File: config.mk
export PLATFORM = sky130hd
export DESIGN_NAME = xo_ctrl
export DESIGN_NICKNAME = d
export VERILOG_FILES = /design/src/rtl/xo_ctrl_pkg.sv /design/src/rtl/xo_ctrl_calsync.sv /design/src/rtl/xo_ctrl_startup.sv /design/src/rtl/xo_ctrl_regs.sv /design/src/rtl/xo_ctrl.sv
export SDC_FILE = /design/constraint.sdc
export NUM_CORES = 1
export LEC_CHECK = 0
export CORE_ASPECT_RATIO = 2
export CORE_MARGIN = 2
export CORE_UTILIZATION = 50
export CTS_CLUSTER_DIAMETER = 150
export DETAILED_ROUTE_END_ITERATION = 7
export DONT_BUFFER_PORTS = 1
export GPL_TIMING_DRIVEN = 1
export PLACE_DENSITY = 0.75
export REMOVE_ABC_BUFFERS = 1
export SLEW_MARGIN = 0
export SYNTH_ARGS = -nofsm -noshare
export SYNTH_HDL_FRONTEND = slang
export SYNTH_SLANG_ARGS = --single-unit
File: constraint.sdc
create_clock -name clk_i -period 3.6 [get_ports clk_i]
set_input_delay 0.72 -clock clk_i [delete_from_list [all_inputs] [get_ports clk_i]]
set_output_delay 0.72 -clock clk_i [all_outputs]
set_load 0.02 [all_outputs]
File: src/rtl/xo_ctrl_pkg.sv
package xo_ctrl_pkg;
  localparam int ADDR_W = 3;

  typedef enum logic [ADDR_W-1:0] {
    A_CTRL = 3'd0,
    A_CFG  = 3'd1,
    A_CAL  = 3'd2,
    A_STAT = 3'd3,
    A_LOCK = 3'd4
  } addr_e;

  typedef enum logic [1:0] {
    EN_DEMAND = 2'd0,
    EN_FON    = 2'd1,
    EN_FOFF   = 2'd2,
    EN_FOFF2  = 2'd3
  } en_mode_e;

  typedef enum logic [1:0] {
    SRC_XTAL = 2'd0,
    SRC_SINE = 2'd1,
    SRC_DIG  = 2'd2,
    SRC_RSV  = 2'd3
  } src_e;

  localparam logic [15:0] UNLOCK_KEY = 16'h1A20;
endpackage

File: src/rtl/xo_ctrl_calsync.sv
module xo_ctrl_calsync #(
  parameter int SYNC_CYC = 4
) (
  input  logic clk_i,
  input  logic rst_ni,
  input  logic start_i,
  output logic busy_o
);
  localparam int CW = $clog2(SYNC_CYC + 1);

  logic [CW-1:0] cnt_q;

  always_ff @(posedge clk_i or negedge rst_ni) begin
    if (!rst_ni)              cnt_q <= '0;
    else if (start_i)         cnt_q <= CW'(SYNC_CYC);
    else if (cnt_q != '0)     cnt_q <= cnt_q - 1'b1;
  end

  assign busy_o = (cnt_q != '0);

  // accepted write starts the busy window
  a_r7_busy_after_write: assert property (@(posedge clk_i) disable iff (!rst_ni)
    start_i |=> busy_o);
  // register file never accepts while busy
  a_r7_no_start_when_busy: assert property (@(posedge clk_i) disable iff (!rst_ni)
    start_i |-> !busy_o);
endmodule

File: src/rtl/xo_ctrl_startup.sv
module xo_ctrl_startup
  import xo_ctrl_pkg::*;
#(
  parameter int TMO_W    = 12,
  parameter int XTAL_MIN = 256
) (
  input  logic             clk_i,
  input  logic             rst_ni,
  input  en_mode_e         mode_i,
  input  logic             block_hw_i,
  input  logic             hw_req_i,
  input  logic             tick_i,
  input  src_e             src_i,
  input  logic [TMO_W-1:0] tmo_i,
  output logic             en_o,
  output logic             ready_o
);
  logic             want;
  logic [TMO_W-1:0] floor_v, target;
  logic [TMO_W-1:0] cnt_q;
  logic             en_q, done_q;

  assign want    = (mode_i == EN_FON) ||
                   ((mode_i == EN_DEMAND) && hw_req_i && !block_hw_i);
  assign floor_v = (src_i == SRC_XTAL) ? TMO_W'(XTAL_MIN) : TMO_W'(1);
  assign target  = (tmo_i < floor_v) ? floor_v : tmo_i;

  always_ff @(posedge clk_i or negedge rst_ni) begin
    if (!rst_ni) begin
      en_q   <= 1'b0;
      cnt_q  <= '0;
      done_q <= 1'b0;
    end else begin
      en_q <= want;
      if (!en_q) begin
        cnt_q  <= '0;
        done_q <= 1'b0;
      end else if (tick_i && !done_q) begin
        cnt_q  <= cnt_q + 1'b1;
        done_q <= ({1'b0, cnt_q} + 1'b1) >= {1'b0, target};
      end
    end
  end

  assign en_o    = en_q;
  assign ready_o = done_q && en_q;

  // ready only rises on a counted tick
  a_r4_ready_on_tick: assert property (@(posedge clk_i) disable iff (!rst_ni)
    $rose(done_q) |-> $past(tick_i));
  // every fresh enable starts from a cleared count
  a_r5_restart_clear: assert property (@(posedge clk_i) disable iff (!rst_ni)
    $rose(en_q) |-> !done_q);
  // forced on enables next cycle
  a_r2_force_on: assert property (@(posedge clk_i) disable iff (!rst_ni)
    (mode_i == EN_FON) |=> en_o);
  // forced off disables next cycle
  a_r2_force_off: assert property (@(posedge clk_i) disable iff (!rst_ni)
    (mode_i == EN_FOFF || mode_i == EN_FOFF2) |=> !en_o);
endmodule

File: src/rtl/xo_ctrl_regs.sv
module xo_ctrl_regs
  import xo_ctrl_pkg::*;
#(
  parameter int TMO_W   = 12,
  parameter int CAL_W   = 8,
  parameter int TMO_RST = 256
) (
  input  logic              clk_i,
  input  logic              rst_ni,
  input  logic              req_i,
  input  logic              we_i,
  input  logic [ADDR_W-1:0] addr_i,
  input  logic [31:0]       wdata_i,
  output logic [31:0]       rdata_o,
  output logic              fault_o,
  input  logic              ens_i,
  input  logic              ready_i,
  input  logic              busy_i,
  output en_mode_e          mode_o,
  output logic              block_hw_o,
  output src_e              src_o,
  output logic              agc_o,
  output logic [TMO_W-1:0]  tmo_o,
  output logic [CAL_W-1:0]  cal_o,
  output logic              cal_start_o
);
  localparam int TMO_LSB = 4;

  en_mode_e         mode_q;
  logic             block_q, agc_q, lock_q, fault_q;
  src_e             src_q;
  logic [TMO_W-1:0] tmo_q;
  logic [CAL_W-1:0] cal_q;

  logic wr, hit_ctrl, hit_cfg, hit_cal, hit_lock;
  logic cfg_ok, ctrl_acc, cfg_acc, cfg_bad, cal_acc, cal_bad;

  assign wr       = req_i && we_i;
  assign hit_ctrl = wr && (addr_i == A_CTRL);
  assign hit_cfg  = wr && (addr_i == A_CFG);
  assign hit_cal  = wr && (addr_i == A_CAL);
  assign hit_lock = wr && (addr_i == A_LOCK);

  assign cfg_ok   = ((mode_q == EN_FOFF) || (mode_q == EN_FOFF2)) && !ens_i;
  assign ctrl_acc = hit_ctrl && !lock_q;
  assign cfg_acc  = hit_cfg && !lock_q && cfg_ok;
  assign cfg_bad  = hit_cfg && !lock_q && !cfg_ok;
  assign cal_acc  = hit_cal && !lock_q && !busy_i;
  assign cal_bad  = hit_cal && !lock_q && busy_i;

  always_ff @(posedge clk_i or negedge rst_ni) begin
    if (!rst_ni) begin
      mode_q  <= EN_DEMAND;
      block_q <= 1'b0;
      src_q   <= SRC_XTAL;
      agc_q   <= 1'b0;
      tmo_q   <= TMO_W'(TMO_RST);
      cal_q   <= '0;
      lock_q  <= 1'b0;
      fault_q <= 1'b0;
    end else begin
      fault_q <= cfg_bad || cal_bad;
      if (ctrl_acc) begin
        mode_q  <= en_mode_e'(wdata_i[1:0]);
        block_q <= wdata_i[2];
      end
      if (cfg_acc) begin
        src_q <= src_e'(wdata_i[1:0]);
        agc_q <= wdata_i[2];
        tmo_q <= wdata_i[TMO_LSB +: TMO_W];
      end
      if (cal_acc)  cal_q  <= wdata_i[CAL_W-1:0];
      if (hit_lock) lock_q <= (wdata_i[15:0] != UNLOCK_KEY);
    end
  end

  logic unused_wdata;
  assign unused_wdata = ^wdata_i;

  always_comb begin
    rdata_o = '0;
    case (addr_i)
      A_CTRL: rdata_o[2:0] = {block_q, mode_q};
      A_CFG: begin
        rdata_o[1:0]                 = src_q;
        rdata_o[2]                   = agc_q;
        rdata_o[TMO_LSB +: TMO_W]    = tmo_q;
      end
      A_CAL:  rdata_o[CAL_W-1:0] = cal_q;
      A_STAT: rdata_o[3:0] = {lock_q, busy_i, ens_i, ready_i};
      A_LOCK: rdata_o[0]   = lock_q;
      default: rdata_o = '0;
    endcase
  end

  assign fault_o     = fault_q;
  assign mode_o      = mode_q;
  assign block_hw_o  = block_q;
  assign src_o       = src_q;
  assign agc_o       = agc_q;
  assign tmo_o       = tmo_q;
  assign cal_o       = cal_q;
  assign cal_start_o = cal_acc;

  // configuration frozen while the oscillator is enabled
  a_r6_cfg_frozen: assert property (@(posedge clk_i) disable iff (!rst_ni)
    ens_i |=> ($stable(tmo_q) && $stable(src_q) && $stable(agc_q)));
  // a fault only follows a write
  a_r6_fault_after_write: assert property (@(posedge clk_i) disable iff (!rst_ni)
    fault_q |-> $past(wr));
  // locked control writes ignored
  a_r9_locked_ctrl: assert property (@(posedge clk_i) disable iff (!rst_ni)
    (lock_q && hit_ctrl) |=> ($stable(mode_q) && $stable(block_q)));
  // locked writes raise no fault
  a_r9_locked_no_fault: assert property (@(posedge clk_i) disable iff (!rst_ni)
    (lock_q && wr) |=> !fault_q);
  // calibration value held while busy
  a_r7_cal_held: assert property (@(posedge clk_i) disable iff (!rst_ni)
    busy_i |=> $stable(cal_q));
endmodule

File: src/rtl/xo_ctrl.sv
module xo_ctrl
  import xo_ctrl_pkg::*;
#(
  parameter int TMO_W    = 12,
  parameter int CAL_W    = 8,
  parameter int TMO_RST  = 256,
  parameter int XTAL_MIN = 256,
  parameter int SYNC_CYC = 4
) (
  input  logic             clk_i,
  input  logic             rst_ni,
  input  logic             req_i,
  input  logic             we_i,
  input  logic [2:0]       addr_i,
  input  logic [31:0]      wdata_i,
  output logic [31:0]      rdata_o,
  output logic             fault_o,
  input  logic             hw_req_i,
  input  logic             osc_tick_i,
  output logic             osc_en_o,
  output logic             ready_o,
  output logic             enabled_o,
  output logic [1:0]       src_o,
  output logic             agc_en_o,
  output logic [CAL_W-1:0] cal_tune_o
);
  en_mode_e         mode;
  src_e             src;
  logic             block_hw, en, rdy, busy, cal_start;
  logic [TMO_W-1:0] tmo;

  xo_ctrl_regs #(.TMO_W(TMO_W), .CAL_W(CAL_W), .TMO_RST(TMO_RST)) u_regs (
    .clk_i      (clk_i),
    .rst_ni     (rst_ni),
    .req_i      (req_i),
    .we_i       (we_i),
    .addr_i     (addr_i),
    .wdata_i    (wdata_i),
    .rdata_o    (rdata_o),
    .fault_o    (fault_o),
    .ens_i      (en),
    .ready_i    (rdy),
    .busy_i     (busy),
    .mode_o     (mode),
    .block_hw_o (block_hw),
    .src_o      (src),
    .agc_o      (agc_en_o),
    .tmo_o      (tmo),
    .cal_o      (cal_tune_o),
    .cal_start_o(cal_start)
  );

  xo_ctrl_startup #(.TMO_W(TMO_W), .XTAL_MIN(XTAL_MIN)) u_startup (
    .clk_i     (clk_i),
    .rst_ni    (rst_ni),
    .mode_i    (mode),
    .block_hw_i(block_hw),
    .hw_req_i  (hw_req_i),
    .tick_i    (osc_tick_i),
    .src_i     (src),
    .tmo_i     (tmo),
    .en_o      (en),
    .ready_o   (rdy)
  );

  xo_ctrl_calsync #(.SYNC_CYC(SYNC_CYC)) u_calsync (
    .clk_i  (clk_i),
    .rst_ni (rst_ni),
    .start_i(cal_start),
    .busy_o (busy)
  );

  assign osc_en_o  = en;
  assign enabled_o = en;
  assign ready_o   = rdy;
  assign src_o     = src;

  // ready and enabled fall together
  a_r5_drop_together: assert property (@(posedge clk_i) disable iff (!rst_ni)
    $fell(enabled_o) |-> !ready_o);
endmodule

==> impl_results.md <==
- Core ar.: 5710 um2
- CTS tree: built
- Final net count: 341
- IO Pins: 88
- Layout area overhead: 3.90%
- Deepest clock path buffer count: 2
- Critical path class: flop to flop
- Iteration-0 DRC Markers: 49
- Final Cell Area: 3060 um2
- Worst Tran Pin Value: 0.700 ns
- Status: completed
- #FFs+latches synth: 45
- Final antenna-violating net count: 0
- Post-synth top area share: 0.373
- Most used DFF post-synth: dfrtp_1
- Sequential area share after synthesis: 0.382
- Die span in x: 58.3 um
- EDFF count, synth: 0
- Max Cap Viol: 0
- Ranking of synthesized cells by area: dfrtp_1 37%, ha_1 6.8%, mux2_2 6.5%
- Hpwl dp: ~5000 um
- Final Slew Violations: 0
- Synthesis warning total: 0
- Setup-failing EPs final: 0
- Largest net degree at the start of global routing: 46
- DRC Markers: 0
- Crit end category: flop
- Critical-path maximum fanout: 4
- CP arrival: 3.10 ns
- Clock skew: 0.00657 ns
- Vias in the first global route: 2190
- Clock slew at reported path FFs: 0.06 ns
- Remaining global-route overflow: 0
- Via-to-Cell Ratio: 5.82
- Total Routing Usage GR: 0.219
- Die area: 6570 um2
- Placed Area: 2910 um2
- CTS root buf: clkbuf_16
- Global placement routability congestion: 0.822
- CTS sink count: 45
- Setup WS post-layout: just over 0.7 ns
- Port Buf Inserts: 0
- Reg2Reg Depth: 12
- Total wire length: 6450 um
- Worst Setup Start Kind: flop
- H-Tree Depth: 2
- RSZ-0062 raised after global routing: false
- 1st-pass router iterations: 4
- R2r setup slk: 0.72 ns
- Rows: 39
- Hold Buf Count CTS: 0
- Min Clock Period, post-route: approximately 2.9 ns
- Detailed-route wire length per cell: 18.6 um
- Most frequent cells after synthesis: 44 x dfrtp_1, 22 x nand2_1, 17 x buf_4, 17 x mux2_2, 16 x ha_1
- Via count: 2015
- Count of final hold-check violations: 0
- Antenna violations before repair: 0
- Setup Fix Bufs, Post-CTS: 0
- Place WS: 0.714 ns
- R2r endpoint: u_startup.done_q
- Min-Delay Path Class: primary input to async pin
- Req. time, crit path: 3.82 ns
- Reg-to-reg critical path startpoint: u_regs.src_o[1]
- Synthesized area: 2950 um2
- Post-cts sizing count: 0
- Diodes inserted: 0
- Num CTS Buffers: 5
- Synth cell types: between 50 and 60
- Die Ht: ~110 um
- Initial Utilization: 0.517
- Worst vdd ir: 0.631 mV
- Leak: ~1.5 nW
- Clk_lat worst skew: roughly 0.29 ns
- Count leader, synth: dfrtp_1
- F_max: 347 MHz
- Post-synth ARST share: 1.00
- Period utilisation layout: 0.800
- Mean Syn Cell Area: around 10 um2
- Pwr dens: ~530 nW/um2
- Layout Utilization: 0.537
- Share of layout cells above drive strength 1: 0.182
- Setup TNS: 0 ns
- Slew HR: 0.531
- First-pass GRT wire length: about 11000 um
- Area leader, netlist: dfrtp_1
- Post-synthesis cell count: 285
flip-flops by register name, summed over array words and instances (netlist names):
| name | cells |
|---|---|
| u_calsync.cnt_q | 3 |
| u_regs.agc_o | 1 |
| u_regs.block_hw_o | 1 |
| u_regs.cal_o | 8 |
| u_regs.fault_o | 1 |
| u_regs.lock_q | 1 |
| u_regs.mode_o | 2 |
| u_regs.src_o | 2 |
| u_regs.tmo_o | 12 |
| u_startup.cnt_q | 12 |
| u_startup.done_q | 1 |
| u_startup.en_o | 1 |
cell usage in the layout, fill, tap and decap left out, types with 8 or more instances in the layout:
cell type | netlist | routed
and2_1 | 9 | 9
conb_1 | 1 | 16
dfrtp_1 | 44 | 44
ha_1 | 16 | 16
inv_1 | 9 | 9
mux2_2 | 17 | 17
mux2_4 | 10 | 10
nand2_1 | 22 | 22
nand3_1 | 8 | 8
nor2_1 | 14 | 14
o21ai_0 | 14 | 14
xnor2_1 | 8 | 8
xor2_1 | 8 | 8
worst max path at each step:
stage	startpoint	to	cells after the start
2_1_floorplan	u_regs.src_o[1]	u_startup.done_q	12
3_3_place_gp	u_regs.src_o[1]	u_startup.done_q	12
3_5_place_dp	u_regs.src_o[1]	u_startup.done_q	12
4_1_cts	u_regs.src_o[1]	u_startup.done_q	12
5_1_grt	u_regs.src_o[1]	u_startup.done_q	12
6_report	u_regs.src_o[1]	u_startup.done_q	12
where the power goes:
part / total, mW / switching, mW / internal [mW]
Clock: 0.470 / 0.194 / 0.276
Sequential: 0.734 / 0.137 / 0.597
Combinational: 0.427 / 0.226 / 0.201
Total: 1.63 / 0.556 / 1.07
cell type report:
class | instances | area, um2
inverters | 9 | 33.8
clock buffers | 6 | 139
flip-flops and latches | 45 | 1130
clock inverters | 2 | 13.8
well taps | 61 | 76.3
fillers | 488 | 2650
multi-input cells | 220 | 1650
repair buffers | 3 | 22.5
cell families after synthesis:
group,Yosys count,share of synthesized area
compound gates,39,0.0827
xor+xnor,16,0.0475
mux,33,0.142
fa+ha+maj,16,0.0679
simple gates,100,0.200
buf+inv,35,0.0768
other cells,1,0.00127
flops,45,0.382
per-layer routing:
metal / track usage / vias to the layer above / share of wire
li1: - / 958 / -
met3: 0.0426 / 12 / 0.044
met1: 0.216 / 981 / 0.33
met5: 0 / - / 0
met2: 0.410 / 64 / 0.60
met4: 0.105 / 0 / 0.029
worst max-delay path, cell delays in order, from the launching register on:
cell      delay, ns
dfrtp_1        0.48
nor2_1         0.18
inv_1          0.10
ha_1           0.18
nor4_1         0.28
nand2_1        0.13
mux2_2         0.30
ha_1           0.28
nor2b_1        0.04
o21ai_0        0.14
nand3_1        0.12
a2111o_1       0.42
a31oi_1        0.16
stage by stage:
stage / power (mW) / hold WS [ns] / std cells
after floorplan: 1.04 / 0.424 / 274
after global placement: 1.15 / 0.426 / 338
after detailed placement: 1.17 / 0.425 / 338
after CTS: 1.64 / 0.112 / 346
after global routing: 1.72 / 0.108 / 346
final: 1.63 / 0.119 / 346
Power figures use the tool's default switching activity.
